### config.mk
export PLATFORM = sky130hd
export DESIGN_NAME = dispctl_irq_unit
export DESIGN_NICKNAME = d
export VERILOG_FILES = /design/src/rtl/dispctl_pkg.sv /design/src/rtl/dispctl_en_edge.sv /design/src/rtl/dispctl_clr_plan.sv /design/src/rtl/dispctl_stat_reg.sv /design/src/rtl/dispctl_irq_comb.sv /design/src/rtl/dispctl_irq_unit.sv
export SDC_FILE = /design/constraint.sdc
export NUM_CORES = 1
export LEC_CHECK = 0
export BUFFER_PORTS_ARGS = -buffer_cell sky130_fd_sc_hd__buf_2
export CAP_MARGIN = 40
export CORE_AREA = 2 2 39 41
export DETAILED_ROUTE_END_ITERATION = 6
export DIE_AREA = 0 0 41 43
export GPL_TIMING_DRIVEN = 1
export PLACE_DENSITY = 0.6
export SYNTH_ARGS = -nofsm -noshare
export SYNTH_HDL_FRONTEND = slang
export SYNTH_SLANG_ARGS = --single-unit
### constraint.sdc
create_clock -name clk -period 2.4 [get_ports clk]
set_input_delay 0.36 -clock clk [delete_from_list [all_inputs] [get_ports clk]]
set_output_delay 0.36 -clock clk [all_outputs]
set_load 0.01 [all_outputs]
### src/rtl/dispctl_pkg.sv
package dispctl_pkg;
    localparam int NSTAT = 7;
    localparam int NIEN  = 5;

    // status bit positions (decoded by software)
    localparam int SB_DONE  = 0;
    localparam int SB_VSYNC = 1;
    localparam int SB_SLOST = 2;
    localparam int SB_ACB   = 3;
    localparam int SB_LINE  = 4;
    localparam int SB_UFLOW = 5;
    localparam int SB_PAL   = 6;

    // interrupt enable positions
    localparam int IE_VSYNC  = 0;
    localparam int IE_DONE   = 1;
    localparam int IE_PAL    = 2;
    localparam int IE_LINE_N = 3;
    localparam int IE_LINE   = 4;

    typedef enum logic [1:0] {
        LM_BOTH  = 2'b00,
        LM_PAL   = 2'b01,
        LM_FRAME = 2'b10,
        LM_RSVD  = 2'b11
    } load_mode_e;

    typedef logic [NSTAT-1:0] stat_t;
    typedef logic [NIEN-1:0]  ien_t;

    typedef struct packed {
        logic en;
    } edge_st_t;

    typedef struct packed {
        stat_t stat;
    } stat_st_t;
endpackage

### src/rtl/dispctl_en_edge.sv
module dispctl_en_edge (
    input  logic clk,
    input  logic rst_n,
    input  logic en_i,
    output logic rise_o,
    output logic fall_o
);
    import dispctl_pkg::*;

    edge_st_t s_d, s_q;

    always_comb begin
        s_d    = s_q;
        s_d.en = en_i;
        rise_o = en_i & ~s_q.en;
        fall_o = ~en_i & s_q.en;
    end

    always_ff @(posedge clk or negedge rst_n) begin
        if (!rst_n) s_q <= '0;
        else        s_q <= s_d;
    end
endmodule

### src/rtl/dispctl_clr_plan.sv
module dispctl_clr_plan
    import dispctl_pkg::*;
(
    input  logic  en_i,
    input  logic  rise_i,
    input  logic  fall_i,
    input  logic  wr_i,
    input  stat_t wdata_i,
    input  logic [1:0] load_mode_i,
    input  logic  line_sel_i,
    input  logic  frame_start_i,
    input  stat_t ev_i,
    output stat_t set_o,
    output stat_t clr_o
);
    stat_t wclr;
    logic  pal_only;

    assign wclr     = wr_i ? ~wdata_i : '0;
    assign pal_only = (load_mode_e'(load_mode_i) == LM_PAL);

    for (genvar b = 0; b < NSTAT; b++) begin : g_bit
        if (b == SB_DONE) begin : g_done
            assign clr_o[b] = rise_i;
            assign set_o[b] = ev_i[b];
        end else if (b == SB_SLOST || b == SB_UFLOW) begin : g_err
            assign clr_o[b] = ~en_i;
            assign set_o[b] = ev_i[b] & en_i;
        end else if (b == SB_LINE) begin : g_line
            assign clr_o[b] = line_sel_i ? frame_start_i : wclr[b];
            assign set_o[b] = ev_i[b];
        end else if (b == SB_PAL) begin : g_pal
            assign clr_o[b] = pal_only ? wclr[b] : fall_i;
            assign set_o[b] = ev_i[b];
        end else begin : g_wr
            assign clr_o[b] = wclr[b];
            assign set_o[b] = ev_i[b];
        end
    end
endmodule

### src/rtl/dispctl_stat_reg.sv
module dispctl_stat_reg
    import dispctl_pkg::*;
(
    input  logic  clk,
    input  logic  rst_n,
    input  stat_t set_i,
    input  stat_t clr_i,
    output stat_t stat_o
);
    stat_st_t s_d, s_q;

    always_comb begin
        s_d      = s_q;
        // a new event outranks any clear in the same cycle
        s_d.stat = (s_q.stat & ~clr_i) | set_i;
    end

    always_ff @(posedge clk or negedge rst_n) begin
        if (!rst_n) s_q <= '0;
        else        s_q <= s_d;
    end

    assign stat_o = s_q.stat;
endmodule

### src/rtl/dispctl_irq_comb.sv
module dispctl_irq_comb
    import dispctl_pkg::*;
(
    input  stat_t stat_i,
    input  ien_t  ien_i,
    input  logic  en_i,
    output logic  irq_o
);
    logic [NIEN-1:0] term;

    always_comb begin
        term[IE_VSYNC]  = ien_i[IE_VSYNC]  & stat_i[SB_VSYNC];
        term[IE_DONE]   = ien_i[IE_DONE]   & stat_i[SB_DONE];
        term[IE_PAL]    = ien_i[IE_PAL]    & stat_i[SB_PAL];
        term[IE_LINE_N] = ien_i[IE_LINE_N] & ~stat_i[SB_LINE];
        term[IE_LINE]   = ien_i[IE_LINE]   & stat_i[SB_LINE];
        irq_o = (|term) | (en_i & (stat_i[SB_SLOST] | stat_i[SB_UFLOW]));
    end
endmodule

### src/rtl/dispctl_irq_unit.sv
module dispctl_irq_unit
    import dispctl_pkg::*;
(
    input  logic       clk,
    input  logic       rst_n,
    input  logic       en_i,
    input  logic [1:0] load_mode_i,
    input  logic       line_sel_i,
    input  logic [4:0] ien_i,
    input  logic       frame_start_i,
    input  logic [6:0] ev_i,
    input  logic       st_wr_i,
    input  logic [6:0] st_wdata_i,
    output logic [6:0] status_o,
    output logic       irq_o
);
    logic  rise, fall;
    stat_t set_v, clr_v, stat_q;

    dispctl_en_edge u_edge (
        .clk    (clk),
        .rst_n  (rst_n),
        .en_i   (en_i),
        .rise_o (rise),
        .fall_o (fall)
    );

    dispctl_clr_plan u_plan (
        .en_i          (en_i),
        .rise_i        (rise),
        .fall_i        (fall),
        .wr_i          (st_wr_i),
        .wdata_i       (st_wdata_i),
        .load_mode_i   (load_mode_i),
        .line_sel_i    (line_sel_i),
        .frame_start_i (frame_start_i),
        .ev_i          (ev_i),
        .set_o         (set_v),
        .clr_o         (clr_v)
    );

    dispctl_stat_reg u_stat (
        .clk    (clk),
        .rst_n  (rst_n),
        .set_i  (set_v),
        .clr_i  (clr_v),
        .stat_o (stat_q)
    );

    dispctl_irq_comb u_irq (
        .stat_i (stat_q),
        .ien_i  (ien_i),
        .en_i   (en_i),
        .irq_o  (irq_o)
    );

    assign status_o = stat_q;
endmodule

* After elaboration in Yosys (flattened, before gate mapping)
Cells that the tools add are included.
** Storage, ports and cells
- Register bits after elaboration :: 8
- Output and inout port bits :: 8
** Cells by class
- Bitwise gates (word level) :: 19
- Multiplexer cells :: 3
- Reduce and logical (&&, ||, !) cells :: 1
- Equal/unequal tests :: 1
** Operator list (number)
- NOT 7 bit :: 2
- bitwise AND 1 bit :: 10
- bitwise AND 7 bit :: 1
- two-way mux 7 bit :: 1
- OR 7 bit :: 1
- OR reduction 5 bit :: 1
- NOT 1 bit :: 3
- equality test 2 x 1 -> 1 bit (second input constant) :: 1
- two-way mux 1 bit :: 2
- OR 1 bit :: 2

* Depth between registers and ports, before layout
- Word-level depth :: 6
- Depth in mapped cells :: 3

* By module
A second synthesis with hierarchy kept.
** Second synthesis, totals
- Cell total of the unflattened synthesis :: 46
- Area total of the unflattened synthesis :: 455.4 µm²
** By module, submodules not included
- dispctl_stat_reg :: sequential area each 175.2 µm², cells each 21, area each 254.0 µm², times used 1
- dispctl_clr_plan :: sequential area each 0.0 µm², cells each 18, area each 131.4 µm², times used 1
- dispctl_en_edge :: sequential area each 25.0 µm², cells each 3, area each 40.0 µm², times used 1
- dispctl_irq_comb :: sequential area each 0.0 µm², cells each 4, area each 30.0 µm², times used 1

* Least setup slack after synthesis
OpenSTA, ideal clock, no wires.
- Path type :: reg-to-output
- Start :: register u_stat.s_q, in the netlist u_stat.stat_o[0]
- End :: output port irq_o
- Slack :: 1.125 ns
- Path buffers :: 0
- Data required time :: 2.040 ns
- Arrival time :: 0.915 ns
- Cell stages (with the launch flop) :: 3
- Cells stage by stage :: dfrtp_1 > a222oi_1 > o2111ai_1
** On the way
- Cells in the longest elaborated chain, start to end :: 3
** RTL lines
- start: declaration :: RTL line dispctl_stat_reg.sv:10 : stat_st_t s_d, s_q;
- start signal: assignment :: RTL line dispctl_stat_reg.sv:19 : if (!rst_n) s_q <= '0;
- start signal: assignment :: RTL line dispctl_stat_reg.sv:20 : else s_q <= s_d;
- bitwise AND 1 bit :: RTL line dispctl_irq_comb.sv:13 : term[IE_DONE] = ien_i[IE_DONE] & stat_i[SB_DONE];
- OR reduction 5 bit :: RTL line dispctl_irq_comb.sv:17 : irq_o = (|term) | (en_i & (stat_i[SB_SLOST] | stat_i[SB_UFLOW]));
- OR 1 bit :: RTL line dispctl_irq_comb.sv:17
- end: declaration :: RTL line dispctl_irq_unit.sv:15 : output logic irq_o
Every way passes these cells.

* Final worst setup path
Same ends and word-level chain as after synthesis.

==> results.cfg <==
[outcome]
status = completed

[pwr]
powerDensity_nw_per_um2 = 561
leakage_nw = 0.281
p_comb_share_pct = 17.5
power.share.clock_pct = 33.5
p_int_uw = 232
sw_frac_of_total_pct = 24.6
ir_worst_vdd_mv = 0.168
seq_power_share_pct = 49.0
p_sw_uw = 75.3

[global_route]
overflow = 0
antenna_found_initial = 0
grt_pass1_wl_um = 1460
grtUsageTotal_pct = 13.3
grt_pass1_vias = 377
grt_max_degree = 9

[final_layout]
nFillCells = 156
final_nets = 95
drive_above_1_share_pct = 51.5
area_growth_pct = 61.3
regArea_sq_um = 200
antenna_cells = 0
multi_input_area_sq_um = 131
fin_util_pct = 39.5

[cts]
clock_path_buffers = 2
h-tree-depth = 1
clock_latency_ps = 250
cts.sinks = 8
ctsResizeCount = 0
path_clk_slew_ps = 50
cts_tree = yes
cts_root_buf = clkbuf_4
post_cts_buffers = 0
numCtsBuffers = 3

[floorplan]
die-area_sq_um = 1760
die_y_um = 43
ioPinCount = 35
core-area_sq_um = 1380
dieWidth_um = 41
start_util_pct = 24.5
row_count = 14

[timing]
slew_headroom_pct = 79.9
fmax_ghz = 0.607
hold_viol = 0
worstMarginPinSlew_ps = 302
setup_tns_ps = 0
rsz0062_at_grt = no
slew_viol_final = 0
skew_ps = 3.84
min_period_ps = 1650
setup_violations = 0
setup_slack_ps = 751
fin_crit_sh_pct = 68.7

[route]
drtAntennaViolNets = 0
drt_iter0_drc = 10
drt_first_pass_iters = 4
drcViolationCount = 0
wl_um = 917
vias_per_cell = 4.45
wl_per_cell_um = 11.2
via_count = 365

[worst_setup_path]
worstPathBufferInverterCount = 1
worst-path-max-fanout = 3
critical_path_class = register to primary output
crit_path_end_kind = primary output
path_cells = a222oi_1 > o2111ai_1 > buf_2
required_ps = 2040
critPathSlowestCell = dfrtp_1
slowest_delay_ps = 390
cp_top_family = compound AO/OA/AOI/OAI gates
critPathLaunchType = register
critPathArrivalTime_ps = 1290

[place]
pre_cts_ws_ps = 917
portBuffers = 31
gp_congestion = 0.672
dp_hpwl_um = 736

[yosys]
synthSimpleGateAreaFrac_pct = 18.1
synth_seq_area_share_pct = 59.0
syn_avg_cell_area_sq_um = 10.9
synthMuxAreaShare_pct = 0
syn-num-nets = 58
synth_compound_area_share_pct = 20.7
syn_area_sq_um = 339
synthAdderAreaFrac_pct = 0
synth_seq_cells = 8
synth_top_family_by_area = compound AO/OA/AOI/OAI gates
synth_cells = 31
ys_types = 13
ys_warn_count = 0
synthXorXnorAreaFrac_pct = 0

[worst_hold_path]
hp-class = input port to register

[run]
maxCapViolCount = 0
worst register-to-register path: stages (launching register included):
cell     delay, ps
dfrtp_1        370
a31oi_1        180
a21o_1         130
power by group through the flow:
stage / logic, mW / clock network (mW) / registers, mW
floorplan: 0.0158 / 0 / 0.156
global placement: 0.0524 / 0 / 0.153
detailed placement: 0.0535 / 0 / 0.153
CTS: 0.0547 / 0.109 / 0.151
global route: 0.0605 / 0.120 / 0.151
finish: 0.0537 / 0.103 / 0.150
path summary, 6_finish.rpt:
path | slack, ps | cells after the start | to | startpoint
max | 750 | 3 | irq_o | u_stat.stat_o[0]
min reg2reg | 480 | 1 | u_stat.stat_o[3] | u_stat.stat_o[3]
max in group asynchronous | 1740 | 2 | u_stat.stat_o[2] | rst_n
min | 240 | 1 | u_edge.s_q | en_i
min in group asynchronous | 490 | 2 | u_stat.stat_o[3] | rst_n
max reg2reg | 1670 | 2 | u_stat.stat_o[6] | u_edge.s_q
layer usage:
metal,routed length (um),track usage (%),vias up
li1,-,-,183
met1,337,12.5,164
met2,489,20.6,16
met3,67,3.14,2
met4,22,14.0,0
met5,0,0,-
cells in the mapped netlist:
library cell,count,area share (%)
a21o_1,4,8.9
o2111ai_1,1,2.6
o21ai_0,2,3.0
dfrtp_1,8,59
a31oi_1,1,1.8
nand2_1,1,1.1
inv_1,2,2.2
a21oi_1,1,1.5
nor3b_1,1,2.2
nor4bb_1,1,3.0
nand2b_1,4,7.4
a222oi_1,1,3.0
nor2_1,4,4.4
cell type report:
class	count	area share [%]
repair buffers	32	30.2
inverters	2	1.37
well taps	16	3.66
clock buffers	3	4.12
multi-input cells	21	24.0
flip-flops and latches	8	36.6
placed cells by master, fill, tap and decap left out:
cell type      instances
a21o_1                 4
a21oi_1                1
a222oi_1               1
a31oi_1                1
buf_2                 31
clkbuf_4               3
dfrtp_1                8
dlygate4sd3_1          1
inv_1                  2
nand2_1                1
nand2b_1               4
nor2_1                 4
nor3b_1                1
nor4bb_1               1
o2111ai_1              1
o21ai_0                2
stage by stage:
step,cells,hold slack (ps),power [mW],instance area (sq um)
floorplan,31,64.4,0.172,339
global placement,78,210,0.205,514
detailed placement,78,213,0.206,514
CTS,82,225,0.315,547
global route,82,224,0.331,547
finish,82,237,0.307,547
sequential cells by signal, summed over array words and instances (netlist names):
register	cells
u_stat.stat_o	7
u_edge.s_q	1
repair_timing:
action                                 4_1_cts  5_1_grt
hold buffers                                 1        0
setup endpoints to repair                    0        0
endpoints found under the hold margin        8        0
cell families after synthesis:
family / count (synthesis)
and+or+nand+nor: 11
DFF: 8
buffers and inverters: 2
AOI/OAI and AO/OA: 10
(Power assumes the default switching activity.)
